<file path="src/rtl/porb_pkg.sv">
package porb_pkg;

    typedef enum logic [2:0] {
        ST_IDLE,
        ST_READY,
        ST_SDA_LOW,
        ST_SCL_HIGH,
        ST_OVERRIDE
    } det_state_t;

    // Rounds up so that a minimum interval is never shortened.
    function automatic longint unsigned ns_to_cycles(longint unsigned ns,
                                                     longint unsigned mhz);
        return (ns * mhz + 64'd999) / 64'd1000;
    endfunction

endpackage

</file>
<file path="src/rtl/porb_sync2.sv">
module porb_sync2 #(
    parameter int unsigned W       = 2,
    parameter logic [W-1:0] RST_VAL = '0
) (
    input  logic         clk,
    input  logic         rst_n,
    input  logic [W-1:0] d,
    output logic [W-1:0] q
);

    for (genvar i = 0; i < W; i++) begin : g_bit
        logic s1, s2;
        always_ff @(posedge clk or negedge rst_n) begin
            if (!rst_n) begin
                s1 <= RST_VAL[i];
                s2 <= RST_VAL[i];
            end else begin
                s1 <= d[i];
                s2 <= s1;
            end
        end
        assign q[i] = s2;
    end

endmodule

</file>
<file path="src/rtl/porb_startup_timer.sv">
module porb_startup_timer #(
    parameter int unsigned STARTUP_CYC = 1000,
    parameter int unsigned WINDOW_CYC  = 500
) (
    input  logic clk,
    input  logic rst_n,
    output logic window_open,
    output logic expired
);

    localparam int unsigned CW = $clog2(STARTUP_CYC + 1);
    localparam logic [CW-1:0] LIMIT = CW'(STARTUP_CYC);
    localparam logic [CW-1:0] WLIM  = CW'(WINDOW_CYC);

    logic [CW-1:0] cnt;

    always_ff @(posedge clk or negedge rst_n) begin
        if (!rst_n) begin
            cnt <= '0;
        end else if (cnt != LIMIT) begin
            cnt <= cnt + 1'b1;
        end
    end

    always_comb begin
        expired     = (cnt == LIMIT);
        window_open = (cnt < WLIM);
    end

endmodule

</file>
<file path="src/rtl/porb_testen_reg.sv">
module porb_testen_reg (
    input  logic clk,
    input  logic rst_n,
    input  logic we,
    input  logic wdata,
    output logic te_q,
    output logic clr_pulse
);

    always_ff @(posedge clk or negedge rst_n) begin
        if (!rst_n) begin
            te_q <= 1'b1;
        end else if (we) begin
            te_q <= wdata;
        end
    end

    always_comb clr_pulse = we & ~wdata;

endmodule

</file>
<file path="src/rtl/porb_pattern_fsm.sv">
module porb_pattern_fsm
    import porb_pkg::*;
#(
    parameter int unsigned SDA_CYC = 125,
    parameter int unsigned SCL_CYC = 500
) (
    input  logic clk,
    input  logic rst_n,
    input  logic sda,
    input  logic scl,
    input  logic arm,
    input  logic clr,
    input  logic window_open,
    output logic recog
);

    localparam int unsigned MAXC = (SDA_CYC > SCL_CYC) ? SDA_CYC : SCL_CYC;
    localparam int unsigned CNTW = $clog2(MAXC + 1);
    localparam logic [CNTW-1:0] SDA_LIM = CNTW'(SDA_CYC);
    localparam logic [CNTW-1:0] SCL_LIM = CNTW'(SCL_CYC);
    localparam logic [CNTW-1:0] SAT     = CNTW'(MAXC);

    det_state_t      state, state_nx;
    logic [CNTW-1:0] phase_cnt;

    // State register
    always_ff @(posedge clk or negedge rst_n) begin
        if (!rst_n) begin
            state <= ST_IDLE;
        end else begin
            state <= state_nx;
        end
    end

    // Phase timer: restarts at 1 on every state change, saturates
    always_ff @(posedge clk or negedge rst_n) begin
        if (!rst_n) begin
            phase_cnt <= '0;
        end else if (state_nx != state) begin
            phase_cnt <= CNTW'(1);
        end else if (phase_cnt != SAT) begin
            phase_cnt <= phase_cnt + 1'b1;
        end
    end

    // Next state
    always_comb begin
        state_nx = state;
        if (clr || !arm) begin
            state_nx = ST_IDLE;                        // clear
        end else begin
            unique case (state)
                ST_IDLE: begin
                    if (sda && !scl) state_nx = ST_READY;          // arm
                end
                ST_READY: begin
                    if (scl)       state_nx = ST_IDLE;             // abort
                    else if (!sda) state_nx = ST_SDA_LOW;          // sda_fall
                end
                ST_SDA_LOW: begin
                    if (sda) begin
                        state_nx = ST_IDLE;                        // abort
                    end else if (scl) begin
                        if (window_open && phase_cnt >= SDA_LIM)
                            state_nx = ST_SCL_HIGH;                // scl_rise_ok
                        else
                            state_nx = ST_IDLE;                    // abort
                    end
                end
                ST_SCL_HIGH: begin
                    if (sda || !scl)             state_nx = ST_IDLE;     // abort
                    else if (phase_cnt >= SCL_LIM) state_nx = ST_OVERRIDE; // scl_hold_ok
                end
                ST_OVERRIDE: state_nx = ST_OVERRIDE;
                default:     state_nx = ST_IDLE;
            endcase
        end
    end

    // Outputs
    always_comb recog = (state == ST_OVERRIDE);

endmodule

</file>
<file path="src/rtl/por_bypass_detector.sv">
module por_bypass_detector
    import porb_pkg::*;
#(
    parameter int unsigned CLK_MHZ     = 100,
    parameter int unsigned STARTUP_NS  = 20_000_000,
    parameter int unsigned WINDOW_NS   = 8_000_000,
    parameter int unsigned SDA_LOW_NS  = 500,
    parameter int unsigned SCL_HIGH_NS = 2000
) (
    input  logic clk_ref,
    input  logic pwr_ok,
    input  logic sda_in,
    input  logic scl_in,
    input  logic te_we,
    input  logic te_wdata,
    output logic core_rst,
    output logic bypass_active
);

    localparam int unsigned STARTUP_CYC = int'(ns_to_cycles(STARTUP_NS, CLK_MHZ));
    localparam int unsigned WINDOW_CYC  = int'(ns_to_cycles(WINDOW_NS, CLK_MHZ));
    localparam int unsigned SDA_CYC     = int'(ns_to_cycles(SDA_LOW_NS, CLK_MHZ));
    localparam int unsigned SCL_CYC     = int'(ns_to_cycles(SCL_HIGH_NS, CLK_MHZ));

    logic [1:0] bus_s;
    logic       window_open, startup_done;
    logic       te_q, te_clr;
    logic       recog;
    logic       rel_q;

    porb_sync2 #(.W(2), .RST_VAL(2'b01)) u_sync (
        .clk   (clk_ref),
        .rst_n (pwr_ok),
        .d     ({scl_in, sda_in}),
        .q     (bus_s)
    );

    porb_startup_timer #(.STARTUP_CYC(STARTUP_CYC), .WINDOW_CYC(WINDOW_CYC)) u_timer (
        .clk         (clk_ref),
        .rst_n       (pwr_ok),
        .window_open (window_open),
        .expired     (startup_done)
    );

    porb_testen_reg u_te (
        .clk       (clk_ref),
        .rst_n     (pwr_ok),
        .we        (te_we),
        .wdata     (te_wdata),
        .te_q      (te_q),
        .clr_pulse (te_clr)
    );

    porb_pattern_fsm #(.SDA_CYC(SDA_CYC), .SCL_CYC(SCL_CYC)) u_fsm (
        .clk         (clk_ref),
        .rst_n       (pwr_ok),
        .sda         (bus_s[0]),
        .scl         (bus_s[1]),
        .arm         (te_q),
        .clr         (te_clr),
        .window_open (window_open),
        .recog       (recog)
    );

    // Sticky release: once out of reset, only power-good brings it back
    always_ff @(posedge clk_ref or negedge pwr_ok) begin
        if (!pwr_ok) begin
            rel_q <= 1'b0;
        end else if (startup_done || recog) begin
            rel_q <= 1'b1;
        end
    end

    always_comb begin
        core_rst      = ~(rel_q | startup_done | recog);
        bypass_active = recog;
    end

endmodule

</file>
<file path="config.mk">
export PLATFORM = sky130hd
export DESIGN_NAME = por_bypass_detector
export DESIGN_NICKNAME = d
export VERILOG_FILES = /design/src/rtl/porb_pkg.sv /design/src/rtl/porb_sync2.sv /design/src/rtl/porb_startup_timer.sv /design/src/rtl/porb_testen_reg.sv /design/src/rtl/porb_pattern_fsm.sv /design/src/rtl/por_bypass_detector.sv
export SDC_FILE = /design/constraint.sdc
export NUM_CORES = 1
export LEC_CHECK = 0
export BUFFER_PORTS_ARGS = -buffer_cell sky130_fd_sc_hd__buf_2
export CORE_MARGIN = 10
export CORE_UTILIZATION = 60
export CTS_CLUSTER_DIAMETER = 40
export CTS_CLUSTER_SIZE = 24
export DETAILED_ROUTE_END_ITERATION = 6
export PLACE_DENSITY = 0.85
export SYNTH_ARGS = -nofsm -noshare
export SYNTH_HDL_FRONTEND = slang
export SYNTH_SLANG_ARGS = --single-unit
</file>
<file path="constraint.sdc">
create_clock -name clk_ref -period 2.3 [get_ports clk_ref]
set_clock_uncertainty 0.2 [all_clocks]
set_input_delay 0.23 -clock clk_ref [delete_from_list [all_inputs] [get_ports clk_ref]]
set_output_delay 0.23 -clock clk_ref [all_outputs]
set_load 0.02 [all_outputs]
</file>
==> results_dict.tcl <==
set metrics [dict create \
    die_area_um2 5700 \
    fmax_mhz 452 \
    cp-end-kind "primary output" \
    dr.pass1.iters 4 \
    worstPathMaxFanout 5 \
    antenna_found_initial 0 \
    vias 1331 \
    nFillCells 197 \
    worstSkewPairLatency_ps 350 \
    async_flop_share_pct 100 \
    max-vdd-ir-drop_mv 0.448 \
    chipWidth_um 75.5 \
    fin_ws_ps 87.2 \
    drt-total-wl_um 3570 \
    hpwlAfterDp_um 2390 \
    path_class "flop to primary output" \
    arrival_ps 1780 \
    finalCritPeriodShare_pct 96.2 \
    n_antenna_cell 0 \
    rr_startpoint "u_fsm.phase_cnt[3]" \
    p_total_mw 1.35 \
    fin_tns_setup_ps 0 \
    clockRootBuffer "clkbuf_4" \
    startpoint "u_timer.cnt[14]" \
    cts_made_buffers 5 \
    slew_viol_final 0 \
    num_rows 20 \
    grt_overflow 0 \
    avgSynthCellArea_um2 11.0 \
    ys_warn_count 0 \
    grt_pass1_wl_um 5980 \
    final_layout_size_suffix_gt1_share_pct 24.7 \
    synth_cell_types 40 \
    powerDensity_nw_per_um2 625 \
    htreeDepth 2 \
    synth_top_area_share_pct 47.4 \
    leakage_nw 0.953 \
    hp-class "primary input to flop" \
    synth_area_um2 1850 \
    syn_nets 178 \
    cts_tree "done" \
    die_y_um 75.5 \
    grt_max_degree 39 \
    area_growth_pct 16.9 \
    tightestPinTransition_ps 808 \
    globalplace.congestion 0.893 \
    clock_sinks 38 \
    maxSlewHeadroom_pct 46.1 \
    ctsLongestPathBuffers 2 \
    dp_slack_ps -2.21 \
    status "finished clean" \
    core_area_um2 3000 \
    hold_start "te_we" \
    finalSetupViolations 0 \
    ys_ff_latch 38 \
    synth_cells 168 \
    yosys-top-cells-area "dfrtp_1, xnor2_1, dfstp_2, xor2_1, nand3_1" \
    ys.flop_type "dfrtp_1" \
    ys_seq_area_share_pct 51.7 \
    min_period_ps 2210 \
    startpoint_type "flop" \
    io_pins 8 \
    path_clk_slew_ps 120 \
    ant_nets 0 \
    cp.required_ps 1870 \
    initialDrtViolationCount 106 \
    synth.most_common_cell "dfrtp_1" \
    start_util_pct 61.5 \
    synth_top_cells_by_count "dfrtp_1, xnor2_1, nor2_1" \
    grtUsageTotal_pct 13.7 \
    maxCapViolations 0 \
    nets 203 \
    grt_pass1_vias 1313 \
    drc 0 \
    fin_util_pct 72.0 \
    drt-wirelength-per-cell_um 15.7 \
    drt-vias-per-instance 5.86 \
    hold_viol_final 0 \
    synth_top_cell_by_area "dfrtp_1" \
    portBuffers 7 \
    synth-edff-count 0 \
]
[per-layer routing]
| layer | vias up | part of all wire (%) | global-route usage, % |
|---|---|---|---|
| met1 | 671 | 43 | 15.8 |
| li1 | 632 | - | - |
| met2 | 22 | 52 | 23.5 |
| met3 | 6 | 4.1 | 4.30 |
| met4 | 0 | 1.5 | 4.74 |
| met5 | - | 0 | 0 |
[critical path, stage by stage, from the launching register on]
cell and delay, ps:
dfrtp_1 460, nor2_2 160, nand4_1 150, nor4_4 330
or3_4 170, inv_1 30, buf_2 140
[through the flow]
stage               std cells  area, µm²  hold WS, ps
floorplan                 168       1850         -266
global placement          207       1920          133
detailed placement        207       1920          136
CTS                       220       2050         76.4
global route              227       2160         94.7
finish                    227       2160         75.6
[cell usage in the layout, fill, tap and decap left out, drive strengths merged, types with 2 or more instances in the layout]
cell / synthesis / final
mux2: 2 / 2
xnor2: 18 / 18
nor2: 15 / 15
ha: 4 / 4
xor2: 9 / 9
buf: 1 / 15
o211ai: 3 / 3
nor3: 9 / 9
o21ai: 3 / 3
or3: 2 / 2
dfstp: 3 / 3
nor4: 5 / 5
nand3: 11 / 11
nand3b: 3 / 3
and3: 5 / 5
dlygate4sd3: 0 / 5
a21oi: 3 / 3
dfrtp: 35 / 35
nand2: 12 / 12
clkbuf: 1 / 7
nand4: 4 / 4
inv: 6 / 6
[state kept, by name, indices dropped and copies added, names as in the netlist]
name and count:
u_fsm.phase_cnt 8, u_sync.g_bit.s2 2, u_timer.cnt 21, rel_q 1, u_te.te_q 1, u_sync.g_bit.s1 2
u_fsm.state 3
[cell type report]
type	instances	area, µm²	area share (%)
timing repair buffer	20	145	6.72
inverter	6	22.5	1.04
tap	33	41.3	1.91
clock inverter	1	5.00	0.232
clock buffer	7	55.1	2.55
multi-input combinational	122	932	43.1
sequential	38	960	44.4
[repair_timing]
item,4_1_cts,5_1_grt
setup buffers,0,7
hold buffers,5,0
endpoints found under the hold margin,38,0
endpoints found under the setup margin,2,9
pin swaps,1,3
resized for setup,4,11
[final timing paths]
kind                                            to  slack [ps]  cells after the start
worst max-delay path                      core_rst          90                      6
worst min-delay path                u_fsm.state[2]          80                      4
worst max register to register  u_fsm.phase_cnt[3]         130                      5
worst min register to register  u_sync.g_bit[0].s2         150                      0
max in group asynchronous          u_timer.cnt[13]        1040                      2
min in group asynchronous       u_fsm.phase_cnt[2]         300                      2
[report_power, final]
group          internal, mW  switching [mW]
logic                 0.100          0.0911
registers             0.716          0.0762
clock network         0.148           0.219
total                 0.964           0.386
[cells by family after synthesis]
group / count (synthesis) / share of synthesized area (%)
flops: 38 / 51.7
compound gates: 12 / 5.35
mux: 3 / 1.96
xor+xnor: 27 / 12.8
buf+inv: 8 / 1.83
fa+ha+maj: 4 / 2.71
simple gates: 76 / 23.7
Note: power is estimated with default switching activity, not from simulation.
